[src/rtl/smram_pkg.sv]
package smram_pkg;

    localparam int REG_W    = 8;
    localparam int BIT_HI   = 7;
    localparam int BIT_ERR  = 6;
    localparam int BIT_TSEG = 0;
    localparam logic [2:0] FIXED_ONES = 3'b111;

    typedef struct packed {
        logic hi_en;
        logic err;
        logic tseg_en;
    } smram_ctl_t;

    localparam smram_ctl_t CTL_RESET = '{hi_en: 1'b0, err: 1'b0, tseg_en: 1'b0};

    typedef struct packed {
        logic hi_hit;
        logic tseg_hit;
        logic viol;
    } win_hit_t;

    typedef enum logic [1:0] {
        WR_NONE,
        WR_LOCKED,
        WR_OPEN
    } wr_kind_t;

    function automatic logic [REG_W-1:0] ctl_to_byte(smram_ctl_t c);
        logic [REG_W-1:0] b;
        b           = '0;
        b[BIT_HI]   = c.hi_en;
        b[BIT_ERR]  = c.err;
        b[5:3]      = FIXED_ONES;
        b[BIT_TSEG] = c.tseg_en;
        return b;
    endfunction

endpackage

[src/rtl/smram_ctl_reg.sv]
module smram_ctl_reg
    import smram_pkg::*;
#(
    parameter int                CFG_AW  = 8,
    parameter logic [CFG_AW-1:0] REG_OFS = 8'h61
) (
    input  logic              clk,
    input  logic              rst,
    input  logic [CFG_AW-1:0] cfg_addr,
    input  logic              cfg_we,
    input  logic [REG_W-1:0]  cfg_wdata,
    input  logic              lock_in,
    input  logic              viol,
    output smram_ctl_t        ctl_o,
    output logic [REG_W-1:0]  cfg_rdata
);

    smram_ctl_t ctl_q;
    logic       lock_q;
    logic       lock_eff;
    logic       sel;
    logic       err_clr;
    wr_kind_t   wr_kind;
    logic       unused_wbits;

    assign unused_wbits = ^cfg_wdata[5:1];

    assign sel      = (cfg_addr == REG_OFS);
    assign lock_eff = lock_q | lock_in;
    assign err_clr  = cfg_we & sel & cfg_wdata[BIT_ERR];

    always_comb begin
        if (!(cfg_we && sel))
            wr_kind = WR_NONE;
        else if (lock_eff)
            wr_kind = WR_LOCKED;
        else
            wr_kind = WR_OPEN;
    end

    always_ff @(posedge clk) begin
        if (rst) begin
            ctl_q  <= CTL_RESET;
            lock_q <= 1'b0;
        end else begin
            lock_q <= lock_eff;
            if (wr_kind == WR_OPEN) begin
                ctl_q.hi_en   <= cfg_wdata[BIT_HI];
                ctl_q.tseg_en <= cfg_wdata[BIT_TSEG];
            end
            if (viol)
                ctl_q.err <= 1'b1;
            else if (err_clr)
                ctl_q.err <= 1'b0;
        end
    end

    assign ctl_o     = ctl_q;
    assign cfg_rdata = sel ? ctl_to_byte(ctl_q) : '0;


    lock_sticky_chk: assert property (@(posedge clk) disable iff (rst)
        lock_q |=> lock_q);


    locked_write_ignored_chk: assert property (@(posedge clk) disable iff (rst)
        (lock_in || lock_q) |=> ($stable(ctl_q.hi_en) && $stable(ctl_q.tseg_en)));


    set_beats_clear_chk: assert property (@(posedge clk) disable iff (rst)
        viol |=> ctl_q.err);


    err_holds_chk: assert property (@(posedge clk) disable iff (rst)
        (ctl_q.err && !err_clr) |=> ctl_q.err);

endmodule

[src/rtl/smram_win_dec.sv]
module smram_win_dec
    import smram_pkg::*;
#(
    parameter int                ADDR_W        = 32,
    parameter int                HI_WIN_BITS   = 17,
    parameter int                TSEG_WIN_BITS = 20,
    parameter logic [ADDR_W-1:0] HI_SRC_BASE   = 32'hFEDA_0000,
    parameter logic [ADDR_W-1:0] HI_DST_BASE   = 32'h000A_0000
) (
    input  logic              acc_valid,
    input  logic [ADDR_W-1:0] acc_addr,
    input  logic              acc_in_smm,
    input  logic              glb_en,
    input  logic              hi_en,
    input  logic              tseg_en,
    input  logic [ADDR_W-1:0] tseg_base,
    output win_hit_t          hit,
    output logic [ADDR_W-1:0] map_addr
);

    localparam int HI_TAG_W   = ADDR_W - HI_WIN_BITS;
    localparam int TSEG_TAG_W = ADDR_W - TSEG_WIN_BITS;

    logic [HI_TAG_W-1:0]   hi_tag;
    logic [TSEG_TAG_W-1:0] tseg_tag;
    logic                  hi_match;
    logic                  tseg_match;
    logic                  unused_base_low;

    assign unused_base_low = ^tseg_base[TSEG_WIN_BITS-1:0];

    assign hi_tag     = acc_addr[ADDR_W-1:HI_WIN_BITS];
    assign tseg_tag   = acc_addr[ADDR_W-1:TSEG_WIN_BITS];
    assign hi_match   = (hi_tag == HI_SRC_BASE[ADDR_W-1:HI_WIN_BITS]);
    assign tseg_match = (tseg_tag == tseg_base[ADDR_W-1:TSEG_WIN_BITS]);

    always_comb begin
        hit.hi_hit   = acc_valid & glb_en & hi_en   & hi_match;
        hit.tseg_hit = acc_valid & glb_en & tseg_en & tseg_match;
        hit.viol     = (hit.hi_hit | hit.tseg_hit) & ~acc_in_smm;
    end

    always_comb begin
        if (hit.hi_hit)
            map_addr = {HI_DST_BASE[ADDR_W-1:HI_WIN_BITS], acc_addr[HI_WIN_BITS-1:0]};
        else
            map_addr = acc_addr;
    end

endmodule

[src/rtl/smram_out_stage.sv]
module smram_out_stage #(
    parameter int ADDR_W = 32
) (
    input  logic              clk,
    input  logic              rst,
    input  logic              in_valid,
    input  logic [ADDR_W-1:0] in_addr,
    input  logic              in_tseg,
    output logic              out_valid,
    output logic [ADDR_W-1:0] out_addr,
    output logic              out_tseg
);

    always_ff @(posedge clk) begin
        if (rst) begin
            out_valid <= 1'b0;
            out_addr  <= '0;
            out_tseg  <= 1'b0;
        end else begin
            out_valid <= in_valid;
            out_addr  <= in_addr;
            out_tseg  <= in_tseg & in_valid;
        end
    end


    tseg_needs_valid_chk: assert property (@(posedge clk) disable iff (rst)
        out_tseg |-> out_valid);

endmodule

[src/rtl/smram_ctl.sv]
module smram_ctl
    import smram_pkg::*;
#(
    parameter int                ADDR_W        = 32,
    parameter int                CFG_AW        = 8,
    parameter logic [CFG_AW-1:0] REG_OFS       = 8'h61,
    parameter int                HI_WIN_BITS   = 17,
    parameter int                TSEG_WIN_BITS = 20,
    parameter logic [ADDR_W-1:0] HI_SRC_BASE   = 32'hFEDA_0000,
    parameter logic [ADDR_W-1:0] HI_DST_BASE   = 32'h000A_0000
) (
    input  logic              clk,
    input  logic              rst,
    input  logic [CFG_AW-1:0] cfg_addr,
    input  logic              cfg_we,
    input  logic [REG_W-1:0]  cfg_wdata,
    output logic [REG_W-1:0]  cfg_rdata,
    input  logic              lock_in,
    input  logic              smram_en,
    input  logic [ADDR_W-1:0] tseg_base,
    input  logic              acc_valid,
    input  logic [ADDR_W-1:0] acc_addr,
    input  logic              acc_in_smm,
    output logic              out_valid,
    output logic [ADDR_W-1:0] out_addr,
    output logic              out_tseg_hit,
    output logic              err_flag
);

    smram_ctl_t        ctl;
    win_hit_t          hit;
    logic [ADDR_W-1:0] map_addr;

    smram_ctl_reg #(
        .CFG_AW (CFG_AW),
        .REG_OFS(REG_OFS)
    ) u_reg (
        .clk      (clk),
        .rst      (rst),
        .cfg_addr (cfg_addr),
        .cfg_we   (cfg_we),
        .cfg_wdata(cfg_wdata),
        .lock_in  (lock_in),
        .viol     (hit.viol),
        .ctl_o    (ctl),
        .cfg_rdata(cfg_rdata)
    );

    smram_win_dec #(
        .ADDR_W       (ADDR_W),
        .HI_WIN_BITS  (HI_WIN_BITS),
        .TSEG_WIN_BITS(TSEG_WIN_BITS),
        .HI_SRC_BASE  (HI_SRC_BASE),
        .HI_DST_BASE  (HI_DST_BASE)
    ) u_dec (
        .acc_valid (acc_valid),
        .acc_addr  (acc_addr),
        .acc_in_smm(acc_in_smm),
        .glb_en    (smram_en),
        .hi_en     (ctl.hi_en),
        .tseg_en   (ctl.tseg_en),
        .tseg_base (tseg_base),
        .hit       (hit),
        .map_addr  (map_addr)
    );

    smram_out_stage #(
        .ADDR_W(ADDR_W)
    ) u_out (
        .clk      (clk),
        .rst      (rst),
        .in_valid (acc_valid),
        .in_addr  (map_addr),
        .in_tseg  (hit.tseg_hit),
        .out_valid(out_valid),
        .out_addr (out_addr),
        .out_tseg (out_tseg_hit)
    );

    assign err_flag = ctl.err;


    hi_remap_chk: assert property (@(posedge clk) disable iff (rst)
        hit.hi_hit |=> (out_addr == {HI_DST_BASE[ADDR_W-1:HI_WIN_BITS],
                                     $past(acc_addr[HI_WIN_BITS-1:0])}));


    passthru_chk: assert property (@(posedge clk) disable iff (rst)
        (acc_valid && !hit.hi_hit) |=> (out_addr == $past(acc_addr)));


    valid_delay_chk: assert property (@(posedge clk) disable iff (rst)
        acc_valid |=> out_valid);


    viol_sets_err_chk: assert property (@(posedge clk) disable iff (rst)
        (acc_valid && acc_in_smm && !err_flag && !cfg_we) |=> !err_flag);


    err_mirror_chk: assert property (@(posedge clk) disable iff (rst)
        (cfg_addr == REG_OFS) |-> (cfg_rdata[BIT_ERR] == err_flag));

endmodule

[config.mk]
export PLATFORM = sky130hd
export DESIGN_NAME = smram_ctl
export DESIGN_NICKNAME = d
export VERILOG_FILES = /design/src/rtl/smram_pkg.sv /design/src/rtl/smram_ctl_reg.sv /design/src/rtl/smram_win_dec.sv /design/src/rtl/smram_out_stage.sv /design/src/rtl/smram_ctl.sv
export SDC_FILE = /design/constraint.sdc
export NUM_CORES = 1
export LEC_CHECK = 0
export ABC_AREA = 1
export BUFFER_PORTS_ARGS = -buffer_cell sky130_fd_sc_hd__buf_2
export CORE_MARGIN = 3
export CORE_UTILIZATION = 40
export CTS_BUF_LIST = sky130_fd_sc_hd__clkbuf_8 sky130_fd_sc_hd__clkbuf_16
export DETAILED_ROUTE_END_ITERATION = 10
export MAX_ROUTING_LAYER = met4
export PLACE_DENSITY = 0.9
export SYNTH_ARGS = -nofsm -noshare
export SYNTH_HDL_FRONTEND = slang
export SYNTH_HIERARCHICAL = 1
export SYNTH_SLANG_ARGS = --single-unit
[constraint.sdc]
create_clock -name clk -period 1.4 [get_ports clk]
set_input_delay 0.07 -clock clk [delete_from_list [all_inputs] [get_ports clk]]
set_output_delay 0.07 -clock clk [all_outputs]
set_load 0.01 [all_outputs]
Word-level counts from Yosys, hierarchy flattened
Cells that the tools add are included.
- register bits after elaboration: 38
- input bits: 87
- output and inout bits: 43
- logic and storage cells: 33
- eq/ne operators: 4
- muxes and demuxes: 6
- bitwise gates (word level): 12
- reduce and logical (&&, ||, !) cells: 3
- operator list (operator ; number):
    two-way mux 20 bit ; 1
    equality test 15 bit (second input constant) ; 1
    equality test 12 bit ; 1
    AND 1 bit ; 9
    equality test 8 x 7 -> 1 bit (second input constant) ; 1
    two-way mux 8 bit ; 1
    two-way mux 2 bit ; 2
    equality test 2 bit (second input constant) ; 1
    two-way mux 1 bit ; 2
    OR 1 bit ; 2
    nonzero test 2 bit ; 1
    OR reduction 2 bit ; 1
    logical AND 1 bit ; 1
    inverter 1 bit ; 1

Depth between registers and ports, before layout
- depth after elaboration: 6
- depth in mapped cells: 10
- mapped depth without buffers: 10

Hierarchy
Netlist, hierarchy kept.
- by module, submodules not included (module ; times used ; cells each ; area an instance (µm²) ; seq. area each (µm²)):
    smram_out_stage ; 1 ; 106 ; 985.9 ; 680.7
    smram_win_dec ; 1 ; 110 ; 511.7 ; 0.0
    smram_ctl_reg ; 1 ; 46 ; 286.5 ; 80.1

Least setup slack after synthesis
OpenSTA, ideal clock, no wires.
- path type: flip-flop to flip-flop
- start point: reg, netlist name u_reg/ctl_o[2]
- end point: reg u_out.out_addr[30]
- library setup time: 0.111 ns
- arrival: 0.906 ns
- required time: 1.289 ns
- path slack: 0.383 ns
- stages on the path, launching flop included: 9
- buffers on the path: 1
- clock period less this slack: 1.017 ns
- cell sequence: dfxtp_1 > nand2_1 > nor3_1 > nand3_1 > inv_1 > buf_6 > nor2_1 > inv_1 > nor2_2
- RTL lines (what ; RTL line ; source):
    end signal, assigned ; smram_out_stage.sv:21 ; out_addr <= in_addr;
    end, declared ; smram_out_stage.sv:10 ; output logic [ADDR_W-1:0] out_addr,

==> results.sh <==
export IMPL_outcome="completed"
export IMPL_met3_usage_pct=5.92
export IMPL_peakVddDrop_mv=0.640
export IMPL_cts_sinks=38
export IMPL_cp_required_ns=1.58
export IMPL_first_pass_iters=4
export IMPL_power_leakage_nw=1.48
export IMPL_synth_mux_area_share_pct=0
export IMPL_synth_top_family_by_area="buffers and inverters"
export IMPL_hold_start="acc_valid"
export IMPL_place_gp_congestion=0.780
export IMPL_r2r_end="u_reg/ctl_o[1]"
export IMPL_clock_latency_ns=0.28
export IMPL_syn_area_per_cell_um2=6.81
export IMPL_synth_distinct_cells=16
export IMPL_r2r_slack_ns=0.24
export IMPL_grt_antenna_before_repair=0
export IMPL_cp_start_kind="input port"
export IMPL_ys_ff_latch=38
export IMPL_dieHeight_um=72.8
export IMPL_ys_warn_count=6
export IMPL_drt_iter0_drc=39
export IMPL_worstHoldPathType="input port to flop"
export IMPL_use_met1_pct=15.1
export IMPL_switchingPower_mw=0.569
export IMPL_ys_seq_area_share_pct=42.6
export IMPL_core_area_um2=4140
export IMPL_placedCellCount=384
export IMPL_top_usage_layer="met2"
export IMPL_worst_slack_ns=0.136
export IMPL_cts_tree="done"
export IMPL_numCtsBuffers=5
export IMPL_first_global_vias=1606
export IMPL_wl_per_cell_um=9.67
export IMPL_p_per_area_nw_per_um2=934
export IMPL_fin_crit_ns=1.26
export IMPL_intPower_mw=1.72
export IMPL_postCtsSetupRepairBufs=0
export IMPL_routed_via_density=4.13
export IMPL_synthAdderAreaFrac_pct=0
export IMPL_rsz0062_at_grt="false"
export IMPL_finalMaxSlewViolations=0
export IMPL_grt_usage_pct=15.7
export IMPL_grtUsageMet2_pct=29.3
export IMPL_pwr_share_comb_pct=16.2
export IMPL_synthSimpleGateAreaFrac_pct=27.1
export IMPL_drv_cap=0
export IMPL_std_cell_rows=23
export IMPL_clk_pin_slew_ns=0.08
export IMPL_synth_compound_area_share_pct=0.561
export IMPL_crit_fanout=10
export IMPL_final_common_cell="buf_2"
export IMPL_fill_cells=381
export IMPL_io_buffers=102
export IMPL_initial_core_util_pct=43.1
export IMPL_ctsLongestPathBuffers=2
export IMPL_rr_worst_depth=8
export IMPL_crit_type="input port to flop"
export IMPL_synth_xor_area_share_pct=1.47
export IMPL_drc=0
export IMPL_cp_end_kind="flop"
export IMPL_r2r_start="u_reg/ctl_o[0]"
export IMPL_setup_viol=0
export IMPL_die_area_um2=5300
export IMPL_preCtsSetupSlack_ns=0.175
export IMPL_max_freq_mhz=791
export IMPL_power_frac_seq_pct=50.0
export IMPL_hold_violations=0
export IMPL_synthToLayoutAreaGrowth_pct=37.1
export IMPL_p_sw_share_pct=24.9
export IMPL_syn_cell_area_um2=1780
export IMPL_num_vias=1704
export IMPL_htreeDepth=2
export IMPL_instances_no_fill=413
export IMPL_min_period_over_period_pct=90.3
export IMPL_grt_max_degree=20
export IMPL_clock_power_share_pct=33.8
export IMPL_grt_first_pass_wirelength_um=6290
export IMPL_final_layout_size_suffix_gt1_share_pct=33.3
export IMPL_tns_ns=0
export IMPL_hold_depth=3
export IMPL_wl_um=3990
export IMPL_cts_root_buf="clkbuf_8"
export IMPL_nets=449
export IMPL_dp_hpwl_um=3000
export IMPL_min_to="u_out/out_tseg"
export IMPL_io_pins=130
export IMPL_arrival_ns=1.44
export IMPL_diodes=0
export IMPL_ant_nets=0
export IMPL_clock_skew_ns=0.00249
export IMPL_mostFrequentLayoutCells="102 x buf_2, 68 x inv_1, 60 x nor2_1, 39 x nand2_1, 38 x dfxtp_1"
export IMPL_die_w_um=72.8
export IMPL_syn_inst=262
export IMPL_overflow=0
## metal layers
layer | wire length (um) | vias up
met1 | 1480 | 727
met4 | 35 | 0
li1 | - | 899
met2 | 2030 | 72
met5 | 0 | -
met3 | 453 | 6
## flip-flops by register name (all words and copies together), names as in the netlist
register and count:
u_out/out_addr 32, u_reg/ctl_o 3, u_out/out_tseg 1, u_out/out_valid 1, u_reg/lock_q 1
## cells by family after synthesis
family / count (synthesis)
simple gates: 117
xor+xnor: 3
compound gates: 2
buf+inv: 101
flops: 38
other cells: 1
## per-stage QoR
stage / area [um2] / hold WS [ns] / power [mW] / util, %
2_1_floorplan: 1790 / 0.139 / 1.37 / -
3_3_place_gp: 2140 / 0.267 / 1.48 / 51.7
3_5_place_dp: 2140 / 0.276 / 1.49 / 51.7
4_1_cts: 2450 / 0.00291 / 2.32 / 59.0
5_1_grt: 2450 / 0.0131 / 2.42 / 59.0
6_report: 2450 / 0.0162 / 2.28 / 59.0
## final cells by class
cell class	count	area [um2]	area share [%]
tap	50	62.6	2.56
clock buffer	6	82.6	3.38
clock inverter	2	12.5	0.512
multi-input combinational	124	528	21.6
sequential	38	761	31.1
inverter	69	259	10.6
timing repair buffer	124	741	30.3
## worst max-delay path by stage
stage	startpoint	end	slack [ns]
2_1_floorplan	u_reg/ctl_o[2]	u_out/out_addr[30]	0.38
3_3_place_gp	u_reg/ctl_o[2]	u_out/out_addr[30]	0.23
3_5_place_dp	u_reg/ctl_o[2]	u_out/out_addr[30]	0.18
4_1_cts	acc_addr[24]	u_out/out_addr[30]	0.04
5_1_grt	acc_addr[24]	u_reg/ctl_o[1]	0.03
6_report	acc_addr[18]	u_out/out_addr[26]	0.14
## critical path, stage by stage
cell and delay (ns):
dlygate4sd3_1 0.53, buf_2 0.13, inv_1 0.05, nand4_1 0.11, nor2_1 0.11, nand3_1 0.12, inv_2 0.18, nor2_1 0.06
inv_1 0.06, nor2_1 0.03
## Yosys cell counts
cell / count / area, um2
nand4_1: 5 / 31.3
xnor2_1: 3 / 26.3
nand2_1: 39 / 146
nor2_2: 6 / 37.5
dfxtp_1: 38 / 761
clkbuf_1: 5 / 18.8
buf_4: 22 / 165
nor2_1: 60 / 225
nand2_2: 2 / 12.5
nand3_1: 3 / 15.0
buf_6: 5 / 56.3
conb_1: 1 / 3.75
inv_1: 69 / 259
a21oi_1: 2 / 10.0
nor3_1: 1 / 5.00
nor2_4: 1 / 11.3
## timing repair
| action | CTS | global route |
|---|---|---|
| hold buffers | 21 | 0 |
| hold endpoints to repair | 21 | 0 |
| resized for setup | 0 | 1 |
| setup endpoints to repair | 0 | 10 |
## power groups by stage
| stage | sequential (mW) | clock, mW | combinational, mW |
|---|---|---|---|
| floorplan | 1.20 | 0 | 0.173 |
| global placement | 1.17 | 0 | 0.315 |
| detailed placement | 1.17 | 0 | 0.323 |
| CTS | 1.14 | 0.809 | 0.369 |
| global route | 1.15 | 0.855 | 0.412 |
| finish | 1.14 | 0.773 | 0.369 |
Note: power is estimated with default switching activity, not from simulation.
